<file path="src/rtl/lcenc_pkg.sv">
package lcenc_pkg;
  typedef enum logic [1:0] {
    MODE_NRZ  = 2'b00,
    MODE_NRZI = 2'b01,
    MODE_RZ   = 2'b10,
    MODE_MAN  = 2'b11
  } line_mode_e;

  localparam int LVL_W = 2;
  localparam logic [LVL_W-1:0] LVL_POS  = 2'b01;
  localparam logic [LVL_W-1:0] LVL_ZERO = 2'b00;
  localparam logic [LVL_W-1:0] LVL_NEG  = 2'b11;

  function automatic logic [LVL_W-1:0] lvl_invert(input logic [LVL_W-1:0] l);
    return (l == LVL_POS) ? LVL_NEG : LVL_POS;
  endfunction
endpackage

</file>
<file path="src/rtl/lcenc_half_timer.sv">
module lcenc_half_timer (
  input  logic clk,
  input  logic rst_n,
  output logic half_q
);
  // half_q = 1: second half in progress, next edge is a bit boundary
  always_ff @(posedge clk) begin
    if (!rst_n) half_q <= 1'b1;
    else        half_q <= ~half_q;
  end
endmodule

</file>
<file path="src/rtl/lcenc_bit_latch.sv">
module lcenc_bit_latch
  import lcenc_pkg::*;
(
  input  logic              clk,
  input  logic              rst_n,
  input  logic              take,
  input  line_mode_e        mode_in,
  input  logic              bit_in,
  input  logic              vld_in,
  output line_mode_e        mode_q,
  output logic              bit_q,
  output logic              vld_q,
  output logic [LVL_W-1:0]  nrzi_q,
  output logic [LVL_W-1:0]  nrzi_next
);
  // NRZI reference moves only on an accepted NRZI one
  always_comb begin
    nrzi_next = nrzi_q;
    if (take && vld_in && mode_in == MODE_NRZI && bit_in)
      nrzi_next = lvl_invert(nrzi_q);
  end

  always_ff @(posedge clk) begin
    if (!rst_n) begin
      mode_q <= MODE_NRZ;
      bit_q  <= 1'b0;
      vld_q  <= 1'b0;
      nrzi_q <= LVL_NEG;
    end else begin
      if (take) begin
        mode_q <= mode_in;
        bit_q  <= bit_in;
        vld_q  <= vld_in;
      end
      nrzi_q <= nrzi_next;
    end
  end

  assert_nrzi_hold_R8: assert property (@(posedge clk) disable iff (!rst_n)
    !(take && vld_in && mode_in == MODE_NRZI) |=> $stable(nrzi_q));
endmodule

</file>
<file path="src/rtl/lcenc_level_gen.sv">
module lcenc_level_gen
  import lcenc_pkg::*;
(
  input  logic              second,
  input  line_mode_e        mode,
  input  logic              data,
  input  logic              vld,
  input  logic [LVL_W-1:0]  nrzi_lvl,
  input  logic [LVL_W-1:0]  last_lvl,
  output logic [LVL_W-1:0]  lvl
);
  logic [LVL_W-1:0] polar;
  assign polar = data ? LVL_POS : LVL_NEG;

  always_comb begin
    if (!vld) begin
      lvl = (mode == MODE_RZ) ? LVL_ZERO : last_lvl;
    end else begin
      unique case (mode)
        MODE_NRZ:  lvl = polar;
        MODE_NRZI: lvl = nrzi_lvl;
        MODE_RZ:   lvl = second ? LVL_ZERO : polar;
        MODE_MAN:  lvl = (data == second) ? LVL_POS : LVL_NEG;
        default:   lvl = LVL_ZERO;
      endcase
    end
  end
endmodule

</file>
<file path="src/rtl/line_code_encoder.sv">
module line_code_encoder
  import lcenc_pkg::*;
(
  input  logic       clk,
  input  logic       rst_n,
  input  logic [1:0] mode_sel,
  input  logic       in_valid,
  output logic       in_ready,
  input  logic       in_data,
  output logic [1:0] line_lvl,
  output logic       half_phase,
  output logic       underrun
);
  logic             half_q;
  line_mode_e       mode_q, use_mode;
  logic             bit_q, vld_q, use_bit, use_vld;
  logic [LVL_W-1:0] nrzi_q, nrzi_next, use_nrzi, lvl_d, line_q;
  logic             under_q;

  lcenc_half_timer u_timer (.clk(clk), .rst_n(rst_n), .half_q(half_q));

  lcenc_bit_latch u_latch (
    .clk(clk), .rst_n(rst_n), .take(half_q),
    .mode_in(line_mode_e'(mode_sel)), .bit_in(in_data), .vld_in(in_valid),
    .mode_q(mode_q), .bit_q(bit_q), .vld_q(vld_q),
    .nrzi_q(nrzi_q), .nrzi_next(nrzi_next)
  );

  // At a boundary the fresh inputs set the first half; otherwise the latched bit sets the second half
  assign use_mode = half_q ? line_mode_e'(mode_sel) : mode_q;
  assign use_bit  = half_q ? in_data  : bit_q;
  assign use_vld  = half_q ? in_valid : vld_q;
  assign use_nrzi = half_q ? nrzi_next : nrzi_q;

  lcenc_level_gen u_gen (
    .second(~half_q), .mode(use_mode), .data(use_bit), .vld(use_vld),
    .nrzi_lvl(use_nrzi), .last_lvl(line_q), .lvl(lvl_d)
  );

  always_ff @(posedge clk) begin
    if (!rst_n) begin
      line_q  <= LVL_ZERO;
      under_q <= 1'b0;
    end else begin
      line_q <= lvl_d;
      if (half_q) under_q <= ~in_valid;
    end
  end

  assign in_ready   = half_q & rst_n;
  assign line_lvl   = line_q;
  assign half_phase = half_q;
  assign underrun   = under_q;

  assert_level_legal_R10: assert property (@(posedge clk) disable iff (!rst_n)
    line_lvl != 2'b10);
  assert_ready_alternates_R2: assert property (@(posedge clk) disable iff (!rst_n)
    in_ready |=> !in_ready);
  assert_two_level_flat_R3: assert property (@(posedge clk) disable iff (!rst_n)
    (!half_phase && (mode_q == MODE_NRZ || mode_q == MODE_NRZI)) |=> $stable(line_lvl));
  assert_rz_return_R5: assert property (@(posedge clk) disable iff (!rst_n)
    (!half_phase && mode_q == MODE_RZ) |=> line_lvl == LVL_ZERO);
  assert_man_midbit_R6: assert property (@(posedge clk) disable iff (!rst_n)
    (!half_phase && mode_q == MODE_MAN && !underrun) |=> line_lvl != $past(line_lvl));
  assert_underrun_span_R7: assert property (@(posedge clk) disable iff (!rst_n)
    !half_phase |=> $stable(underrun));
endmodule

</file>
<file path="config.mk">
export PLATFORM = sky130hd
export DESIGN_NAME = line_code_encoder
export DESIGN_NICKNAME = d
export VERILOG_FILES = /design/src/rtl/lcenc_pkg.sv /design/src/rtl/lcenc_half_timer.sv /design/src/rtl/lcenc_bit_latch.sv /design/src/rtl/lcenc_level_gen.sv /design/src/rtl/line_code_encoder.sv
export SDC_FILE = /design/constraint.sdc
export NUM_CORES = 1
export LEC_CHECK = 0
export CELL_PAD_IN_SITES_DETAIL_PLACEMENT = 0
export CELL_PAD_IN_SITES_GLOBAL_PLACEMENT = 1
export CORE_AREA = 4 4 42 44
export CTS_CLUSTER_DIAMETER = 200
export CTS_CLUSTER_SIZE = 12
export DETAILED_ROUTE_END_ITERATION = 12
export DIE_AREA = 0 0 46 48
export DONT_BUFFER_PORTS = 1
export HOLD_SLACK_MARGIN = 0.08
export MAX_ROUTING_LAYER = met4
export PLACE_DENSITY = 0.7
export SYNTH_ARGS = -nofsm -noshare
export SYNTH_HDL_FRONTEND = slang
export SYNTH_HIERARCHICAL = 1
export SYNTH_SLANG_ARGS = --single-unit
</file>
<file path="constraint.sdc">
create_clock -name clk -period 2.2 [get_ports clk]
set_input_delay 0.33 -clock clk [delete_from_list [all_inputs] [get_ports clk]]
set_output_delay 0.33 -clock clk [all_outputs]
set_load 0.02 [all_outputs]
</file>
==> results.json <==
{
  "status": "finished clean",
  "routed_wl_microns": 968,
  "leakagePower_nw": 0.2873,
  "setup_viol": 0,
  "root_buffer": "clkbuf_4",
  "final_area_sq_um": 623.1,
  "h-tree-depth": 1,
  "post_cts_resized": 0,
  "std_cell_rows": 14,
  "drive_gt1_share_pct": 26.67,
  "drc": 0,
  "die_area_sq_um": 2208,
  "instances_no_fill": 76,
  "initial_core_util_pct": 39.98,
  "die_y_microns": 48,
  "maxSlewHeadroom_pct": 74.80,
  "fin_crit_sh_pct": 87.33,
  "netlist-cell-type-count": 25,
  "holdWs_ps": 134.5,
  "grt_use_met2_pct": 17.03,
  "synth_flop_cell": "dfxtp_1",
  "vias": 378,
  "place_area_sq_um": 586.8,
  "met3_usage_pct": 6.391,
  "antenna_found_initial": 0,
  "synth_nets": 63,
  "synth-async-reset-ratio_pct": 0,
  "worstPathMaxFanout": 8,
  "p_per_area_nw_per_um2": 712.7,
  "hold_violations": 0,
  "yosysSeqAreaShare_pct": 34.86,
  "synth_area_sq_um": 574.3,
  "cts_tree": "built",
  "gr-usage-met1_pct": 12.36,
  "grt_busiest_layer": "met2",
  "crit_required_ps": 2360,
  "fp.dieW_microns": 46,
  "ys_seq_elements": 10,
  "dr.pass1.iters": 4,
  "hold_path.class": "in -> reg",
  "grt_pass1_vias": 396,
  "maxCapViolCount": 0,
  "rsz0062_at_grt": "false",
  "cts_num_sinks": 10,
  "timing.final.ws_setup_ps": 278.7,
  "gp_congestion": 0.7892,
  "tns_ps": 0,
  "worst_slew_pin_slew_ps": 377.1,
  "clkLatencyLatePin_ps": 260,
  "diodes": 0,
  "grt_pass1_wl_microns": 1656,
  "dpl.hpwl_microns": 762.3,
  "grt_max_degree": 10,
  "ios": 11,
  "place_inst": 72,
  "slew_viol_final": 0,
  "post_cts_buffers": 0,
  "nets": 68,
  "ys_warn_count": 6,
  "clock_skew_ps": 0.8792,
  "path_class": "reg -> reg",
  "critPathCaptureType": "flip-flop",
  "cts_buffers": 3,
  "grt_usage_pct": 11.20,
  "syn_inst": 56,
  "post-route-min-period_ps": 1921,
  "syn_to_final_growth_pct": 8.497,
  "dpl_worst_slack_ps": 298.5,
  "holdBufCountCts": 0,
  "clockBufferDepth": 2,
  "port_buffers": 0,
  "antenna_left": 0,
  "vias_per_cell": 4.974,
  "synth-edff-count": 0,
  "grt_overflow": 0,
  "ir_drop_mv": 0.3752,
  "drt-initial-drc-count": 4,
  "startpoint_type": "flip-flop",
  "wl_per_cell_microns": 12.74,
  "fmax_mhz": 520.5,
  "avgSynthCellArea_sq_um": 10.26,
  "arrival_ps": 2080,
  "clk_pin_slew_ps": 70,
  "core_sq_um": 1436
}
## logic make-up after synthesis
logic type	count (synthesis)	synth area share, %
compound gates	11	13.29
flops	10	34.86
simple gates	17	19.83
buf+inv	7	7.190
fa+ha+maj	1	2.178
mux	10	22.66
## placed cells by master, fill, tap and decap left out, types with 2 or more instances in the layout
master / instances
mux2_4: 6
clkbuf_4: 3
mux2i_1: 4
dfxtp_1: 10
buf_4: 2
inv_1: 5
and2_1: 2
nand2b_1: 2
nor2_1: 5
a21oi_1: 4
## routing by layer
| metal | share of wire, % | vias to the layer above | routed length [microns] |
|---|---|---|---|
| met5 | 0 | - | 0 |
| met4 | 0 | 0 | 0 |
| met3 | 6.0 | 0 | 58 |
| met2 | 46 | 7 | 447 |
| met1 | 48 | 168 | 462 |
| li1 | - | 203 | - |
## state kept, by name, indices dropped and copies added (netlist names)
register / flops
line_lvl: 2
u_latch/mode_q: 2
u_latch/nrzi_q: 2
u_latch/bit_q: 1
u_latch/vld_q: 1
u_timer/half_q: 1
underrun: 1
## critical path, stage by stage (launching register included)
cell and delay [ps]:
dfxtp_1 510, nand2_4 100, o21ai_1 180, o31ai_1 90, mux2_4 260, a2111oi_1 430, a311oi_1 80, and2_1 170
## per-stage QoR
| step | utilization [%] | total power [W] |
|---|---|---|
| 6_report | 43.38 | 0.0004441 |
| 5_1_grt | 43.38 | 0.0004756 |
| 4_1_cts | 43.38 | 0.0004545 |
| 3_5_place_dp | 40.85 | 0.0002862 |
| 3_3_place_gp | 40.85 | 0.0002848 |
| 2_1_floorplan | - | 0.0002770 |
## path summary, 6_finish.rpt
check	from	slack, ps	end	cells after the start
worst max-delay path	u_timer/half_q$_SDFF_PN1_	280	line_lvl[1]$_SDFF_PN0_	7
worst max register to register	u_timer/half_q$_SDFF_PN1_	280	line_lvl[1]$_SDFF_PN0_	7
worst min register to register	u_latch/vld_q$_SDFFE_PN0P_	490	u_latch/vld_q$_SDFFE_PN0P_	2
worst min-delay path	rst_n	130	u_timer/half_q$_SDFF_PN1_	1
## area by class of cell
cell class,count,area [sq um]
Sequential cell,10,200.2
Timing Repair Buffer,2,15.01
Inverter,5,18.77
Tap cell,16,20.02
Multi-Input combinational cell,39,332.8
Fill cell,156,813.3
Clock buffer,4,36.28
## synth_stat cells, types with 2 or more instances
library cell / instances / area [sq um]
mux2_4: 6 / 90.09
and2_1: 2 / 12.51
nor2_1: 5 / 18.77
nand2b_1: 2 / 12.51
dfxtp_1: 10 / 200.2
buf_6: 2 / 22.52
a21oi_1: 4 / 20.02
inv_1: 5 / 18.77
mux2i_1: 4 / 40.04
## where the power goes
part           leakage, nW  switching (W)  internal [W]
sequential          0.0827      0.0000158      0.000193
clock               0.0210      0.0000625      0.000100
combinational        0.184      0.0000342     0.0000378
No activity file was read; power rests on OpenSTA's default activity.
